**config.mk**
```make
export PLATFORM = sky130hd
export DESIGN_NAME = pla_plane
export DESIGN_NICKNAME = d
export VERILOG_FILES = /design/src/rtl/pla_plane.sv
export SDC_FILE = /design/constraint.sdc
export NUM_CORES = 2
export LEC_CHECK = 0
export BUFFER_PORTS_ARGS = -buffer_cell sky130_fd_sc_hd__buf_2
export CORE_ASPECT_RATIO = 1.4
export CORE_UTILIZATION = 40
export DETAILED_ROUTE_END_ITERATION = 6
export PLACE_DENSITY = 0.55
export SYNTH_ARGS = -nofsm -noshare
export SYNTH_HDL_FRONTEND = slang
export SYNTH_SLANG_ARGS = --single-unit
```
**constraint.sdc**
```tcl
create_clock -name clk -period 3.2 [get_ports clk]
set_input_delay 0.32 -clock clk [delete_from_list [all_inputs] [get_ports clk]]
set_output_delay 0.32 -clock clk [all_outputs]
set_load 0.01 [all_outputs]
```
**src/rtl/pla_plane.sv**
```systemverilog
module pla_plane #(
  parameter int NI  = 4,
  parameter int NB  = 4,
  parameter int NQ  = 8,
  parameter int NLT = 32,
  parameter int NCT = 13
) (
  input  logic           clk,
  input  logic           rst_n,
  input  logic           prog_en,
  input  logic           cfg_in,
  input  logic [NI-1:0]  in_i,
  input  logic [NB-1:0]  pin_b,
  input  logic [NQ-1:0]  reg_q,
  output logic [NB-1:0]  b_out,
  output logic [NB-1:0]  b_oe,
  output logic [NLT-1:0] term_out,
  output logic [NCT-1:0] ctrl_out,
  output logic           cfg_err
);
  localparam int NL    = NI + NB + NQ;
  localparam int TW    = 2 * NL + 1;
  localparam int NT    = NLT + NCT;
  localparam int SEL_B = NT * TW;
  localparam int OR_B  = SEL_B + NLT;
  localparam int POL_B = OR_B + NB * NLT;
  localparam int CW    = POL_B + NB;
  localparam int OW    = 2 * NB + NT + 1;

  logic [CW-1:0] cfg;
  logic [NL-1:0] lits;
  logic [NT-1:0] raw, usec, terms;
  logic [NLT-1:0] nsel;
  logic [NB-1:0] sum;
  logic          c;
  logic          err;
  logic [OW-1:0] live, held;

  always_ff @(posedge clk or negedge rst_n)
    if (!rst_n)       cfg <= '0;
    else if (prog_en) cfg <= {cfg[CW-2:0], cfg_in};

  assign lits = {reg_q, pin_b, in_i};

  always_comb begin
    raw = '1;
    for (int t = 0; t < NT; t++)
      for (int k = 0; k < NL; k++) begin
        if (cfg[t*TW + 2*k]     && !lits[k]) raw[t] = 1'b0;
        if (cfg[t*TW + 2*k + 1] &&  lits[k]) raw[t] = 1'b0;
      end
  end

  genvar g;
  generate
    for (g = 0; g < NT; g++) begin : g_usec
      assign usec[g] = cfg[g*TW + 2*NL];
    end
    for (g = 0; g < NB; g++) begin : g_sum
      assign sum[g] = (|(terms[NLT-1:0] & cfg[OR_B + g*NLT +: NLT])) ^ cfg[POL_B + g];
    end
  endgenerate

  assign nsel  = cfg[SEL_B +: NLT];
  assign c     = ~|(raw[NLT-1:0] & nsel);
  assign terms = raw & ~(usec & {NT{c}});
  assign err   = |(nsel & usec[NLT-1:0]);

  assign live = {sum, terms[NLT +: NB], terms, err};

  always_ff @(posedge clk or negedge rst_n)
    if (!rst_n)        held <= '0;
    else if (!prog_en) held <= live;

  assign {b_out, b_oe, ctrl_out, term_out, cfg_err} = prog_en ? held : live;
endmodule

```
Word-level counts from Yosys, hierarchy flattened

Cells that the tools add are included.

Bitwise operators: 13
Reductions and logical operators: 1,463
Mux-type cells: 1,441

Operator list:

| kind              | number |
|---|---|
| $logic_and 1x1->1 | 1,440 |
| $mux 1            | 1,440 |
| $and 32x32->32    | 6 |
| $reduce_or 32->1  | 6 |
| $and 45x45->45    | 2 |
| $mux 54           | 1 |
| $not 45->45       | 1 |
| $logic_not 1->1   | 17 |
| $xor 1x1->1       | 4 |

Flip-flop bits (word level): 1,703
Word-level logic and storage cells: 2,919
Output and inout port bits: 54
Input port bits: 20

Logic depth before layout (Yosys ltp)

Depth after elaboration: 44
Depth in mapped cells: 15
Gate-level depth less buffers: 11

Worst setup path before layout

No wires, ideal clock.

Kind: input-to-output
Start: input in_i[2]
End: output b_out[2]
Cell stages on the path: 15
Slack: -0.307 ns
Data arrival time: 3.187 ns
Path through: buf_4 buf_4 mux2i_1 nand4_1 nor4_1 a22oi_1 nand4_1 nor4_4 buf_2 buf_4 a211oi_1 a31oi_1 nand4_1 nor4_1 o31ai_1

Word-level cells in the longest chain between the ends: 40

RTL lines:

| element              | line | text |
|---|---|---|
| start: declaration   | 12   | `input logic [NI-1:0] in_i,` |
| $logic_not 1->1      | 49   | `if (cfg[t*TW + 2*k] && !lits[k]) raw[t] = 1'b0;` |
| $logic_and 1x1->1    | 49   |  |
| $mux 1               | 49   |  |
| $mux 1               | 50   | `if (cfg[t*TW + 2*k + 1] && lits[k]) raw[t] = 1'b0;` |
| $mux 1               | 49   |  |
| $mux 1               | 50   |  |
| $mux 1               | 49   |  |
| $mux 1               | 50   |  |
| [24 not listed]      | --   |  |
| $logic_not 1->1      | 65   | `assign c = ~\|(raw[NLT-1:0] & nsel);` |
| $and 45x45->45       | 66   | `assign terms = raw & ~(usec & {NT{c}});` |
| $not 45->45          | 66   |  |
| $and 45x45->45 (*)   | 66   |  |
| $and 32x32->32 (*)   | 60   | `assign sum[g] = (\|(terms[NLT-1:0] & cfg[OR_B + g*NLT +: NLT])) ^ cfg[POL_B + g];` |
| $reduce_or 32->1 (*) | 60   |  |
| $xor 1x1->1 (*)      | 60   |  |
| $mux 54 (*)          | --   |  |
| end: declaration     | 15   | `output logic [NB-1:0] b_out,` |

Mark *: on every way between the ends. The rest lies on a longest branch, timed or not.

Worst setup path in the final report

Start: register cfg[92]
End: output b_out[2]

Word-level cells in the longest chain between the ends: 17

RTL lines:

| element                  | line | text |
|---|---|---|
| start: declaration       | 30   | `logic [CW-1:0] cfg;` |
| start signal: assignment | 41   | `else if (prog_en) cfg <= {cfg[CW-2:0], cfg_in};` |
| $logic_and 1x1->1 (*)    | 49   |  |
| $mux 1 (*)               | 49   |  |
| $mux 1 (*)               | 50   |  |
| $mux 1 (*)               | 49   |  |
| $mux 1 (*)               | 50   |  |
| $mux 1 (*)               | 49   |  |
| $mux 1 (*)               | 50   |  |
| $and 32x32->32           | 65   |  |
| $reduce_or 32->1         | 65   |  |
| $logic_not 1->1          | 65   |  |
| $and 45x45->45           | 66   |  |
| $not 45->45              | 66   |  |
| $and 45x45->45 (*)       | 66   |  |
| $and 32x32->32 (*)       | 60   |  |
| $reduce_or 32->1 (*)     | 60   |  |
| $xor 1x1->1 (*)          | 60   |  |
| $mux 54 (*)              | --   |  |

Marked as above.

==> key figures <==
Placement
  • Cells after DPL: 8543
  • Placer Congestion: 0.945
  • Dpl hpwl: 140000 µm
  • IO buf count: 73

Timing
  • Slew @ Worst Pin: 1.16 ns
  • RSZ-0062 raised after global routing: yes
  • Clock skew: 0.0338 ns
  • Final hold viol count: 0
  • Period utilization: 1.48
  • Final WS setup: -1.53 ns
  • Fin. max-slew vios: 0
  • Final hold slack: 0.0729 ns
  • Peak Freq: 211 MHz
  • Tmin final: 4.73 ns
  • Slew Limit Headroom: 0.230
  • Final setup vio count: 58

Clock network
  • Latest clock arrival within the worst-skew pair: 0.82 ns
  • Clk pin slew, worst setup/hold paths: 0.06 ns
  • H-Tree Depth: 4
  • CTS tree: done
  • Clock buffer depth: 3
  • TritonCTS Buffers: 172
  • TritonCTS sink count: 1703
  • Clock root cell: clkbuf_16

Global routing
  • Global-route wire length before repair: 306000 µm
  • Pin count of the biggest net entering global routing: about 200
  • Antenna violations before repair: 3
  • Vias in the first global route: 49220
  • Overall routing resource usage: 0.218
  • Gr ovfl total: 0

Logic synthesis
  • Yosys reg bits: 1703
  • Gate Count Post-Synth: 5113
  • Synth Cell Area: 0.0737 mm²
  • Post-synthesis sequential area ratio: 0.578
  • Top_reg_cell synth: dfrtp_1
  • Syn_area_per_cell: 14.4 µm²
  • EDFF count, synth: 0
  • Synth unique cells: 38
  • Post-Synthesis Net Count: between 5000 and 6000
  • Ys Warns: 0
  • Synth async-reset ratio: 1.00

Worst hold path
  • Min-Delay Path Class: input pin to async pin

Worst setup path
  • Kind of critical path: flop to primary output
  • Worst path max stage delay: 0.37 ns
  • Largest fanout on the critical path: 24
  • WP buf/inv: 6
  • Critical Path Start Type: flop
  • Crit path required time: between 2 and 3 ns
  • Crit path arrival time: 4.41 ns
  • Delay-heaviest family, CP: compound AO/OA/AOI/OAI gates
  • CP Launch Point: cfg[92]$_DFFE_PN0P_
  • Critical R2R Launch: cfg[92]$_DFFE_PN0P_
  • Crit-path most repeated cell: nand4_1
  • Slowest CP cell: o31a_1
  • CP Capture Type: primary output
  • FF-to-FF End: held[50]$_DFF_PN0_
  • Worst reg2reg setup slack: -0.49 ns
  • CP Cell Sequence: mux2i_1, nand4_1, nor4_2, buf_4, a22oi_2, nand4_1, nor4_4, buf_12, buf_8, nand2_2, buf_4, a31oi_1, nand4_1, o31a_1, o31ai_4, buf_6, buf_6
  • R2r worst-path depth: 15

Detailed routing
  • Final wirelength: around 200000 µm
  • Vias: 45998
  • DR vias/cell: 5.17
  • DRC viols: 0
  • Iteration-0 DRC Markers: 2653
  • Final ANT Viol Nets: 0
  • Initial DRT Pass Iterations: 5
  • WL/cell: 22.4 µm

Flow run
  • Max-capacitance violation count: 0

Pwr
  • Pleak: 0.0488 µW
  • Peak VDD IR: about 0.41 mV
  • Pwr dens: 516 mW/mm²

Die
  • Row count: 186
  • Chip width: roughly 360 µm
  • Core region area: 0.183 mm²
  • Initial Util: 0.402
  • DIE AREA: approximately 0.19 mm²
  • I/O pins: 74
  • Die Ht: 510 µm

Run status
  • Status: finished, violations left
  • Failing checks: setup timing

Layout
  • Layout area overhead: 26.6%
  • Fillers: 15924
  • Layout cell share with drive strength beyond 1: 0.519
  • Core Util, Final: 0.509
  • Total Nets Final: approximately 6300
  • Post-route non-filler standard cell count: a little under 9000
-- synthesized netlist by cell type, types with 9 or more instances --
master / number / share of area
a211oi_1: 17 / 0.0017
buf_1: 18 / 0.00092
mux2i_1: 710 / 0.096
nand2_1: 183 / 0.0093
a31oi_1: 56 / 0.0048
nor4_1: 49 / 0.0042
inv_1: 57 / 0.0029
buf_2: 10 / 0.00068
clkbuf_1: 207 / 0.011
nand4_1: 183 / 0.016
mux2_2: 1625 / 0.25
and2_1: 12 / 0.0010
dfrtp_1: 1703 / 0.58
a22oi_1: 19 / 0.0019
a21oi_1: 64 / 0.0043
o21ai_0: 59 / 0.0040
nor2b_1: 9 / 0.00076
buf_4: 60 / 0.0061
-- layout make-up --
class / instances / area, µm² / share of cell area
sequential: 1703 / 42600 / 0.457
timing repair buffer: 1322 / 11200 / 0.120
clock buffer: 257 / 5130 / 0.0550
multi-input combinational: 3056 / 30400 / 0.326
clock inverter: 53 / 684 / 0.00734
tap: 2444 / 3060 / 0.0328
antenna: 1 / 2.50 / 0.0000268
inverter: 57 / 214 / 0.00229
-- flip-flops by register name (all words and copies together) (netlist names) --
signal and count:
cfg 1649, held 54
-- worst max-delay path by stage --
stage | to | cells past startpoint
after floorplan | b_out[0] | 14
after global placement | b_out[2] | 19
after detailed placement | b_out[2] | 19
after CTS | b_out[3] | 16
after global routing | b_out[3] | 16
final | b_out[2] | 17
-- per-stage QoR --
stage	total power [µW]	setup WS [ns]	setup TNS (ns)	area (µm²)
6_report	48100	-1.53	-42.44	93300
5_1_grt	49900	-1.70	-50.60	93300
3_5_place_dp	27600	-1.84	-113.90	86100
2_1_floorplan	25300	-0.117	-0.464	74000
3_3_place_gp	27600	-1.87	-115.66	86100
4_1_cts	48700	-1.53	-45.07	93000
-- worst reg2reg max path, cell delays in order (launching register included) --
cell	delay (ns)
dfrtp_1	0.36
mux2i_1	0.14
nand4_1	0.14
nor4_2	0.06
buf_4	0.17
a22oi_2	0.23
nand4_1	0.17
nor4_4	0.33
buf_12	0.17
buf_8	0.22
nand2_2	0.12
a31oi_1	0.23
nand4_1	0.23
or4_4	0.58
o221a_4	0.30
buf_4	0.14
-- placed cells by master, fill, tap and decap left out, drive strengths merged, types with 2 or more instances in the layout --
cell and n:
o221a 3, or2 3, mux2 1625, a31oi 56
dlygate4sd3 3, mux2i 710, a21o 8, or4 3
a22oi 19, nand2 183, nor3 2, bufinv 11
nor2b 9, a211oi 17, a22o 8, dfrtp 1703
nand4 183, o21ai 59, a2111oi 8, a21boi 7
clkinv 32, clkbuf 257, inv 63, buf 1318
a32o 6, a21oi 64, nor4 50, and2 12
nand3 7, o41ai 3, clkinvlp 4, a221oi 5
-- timing repair --
action | 4_1_cts | 5_1_grt
cloned | 1 | 0
resized for setup | 208 | 50
endpoints found under the setup margin | 107 | 59
pin swaps | 47 | 28
hold buffers | 3 | 0
hold endpoints to repair | 445 | 0
buffers inserted | 31 | 10
-- power by group --
group	switching (µW)	leakage [µW]	internal [µW]	total (µW)
Clock	8730	0.00285	12000	20700
Combinational	2570	0.0224	1980	4550
Sequential	629	0.0235	22200	22800
-- per-layer routing --
| layer | wire, µm | global-route usage |
|---|---|---|
| met5 | 13 | 0 |
| met4 | 5090 | 0.0579 |
| met3 | 5180 | 0.0267 |
| met2 | 103000 | 0.384 |
| met1 | 86400 | 0.280 |
-- cells by family (layout without fill, tap and decap cells) --
logic type	Yosys count	count (layout)	synth area share
flip-flops	1703	1703	0.578
AO/OA/AOI/OAI	268	268	0.0230
AND/OR/NAND/NOR	453	453	0.0323
buffers and inverters	354	1689	0.0215
other	0	1	0
multiplexers	2335	2335	0.345
Note: power is estimated with default switching activity, not from simulation.
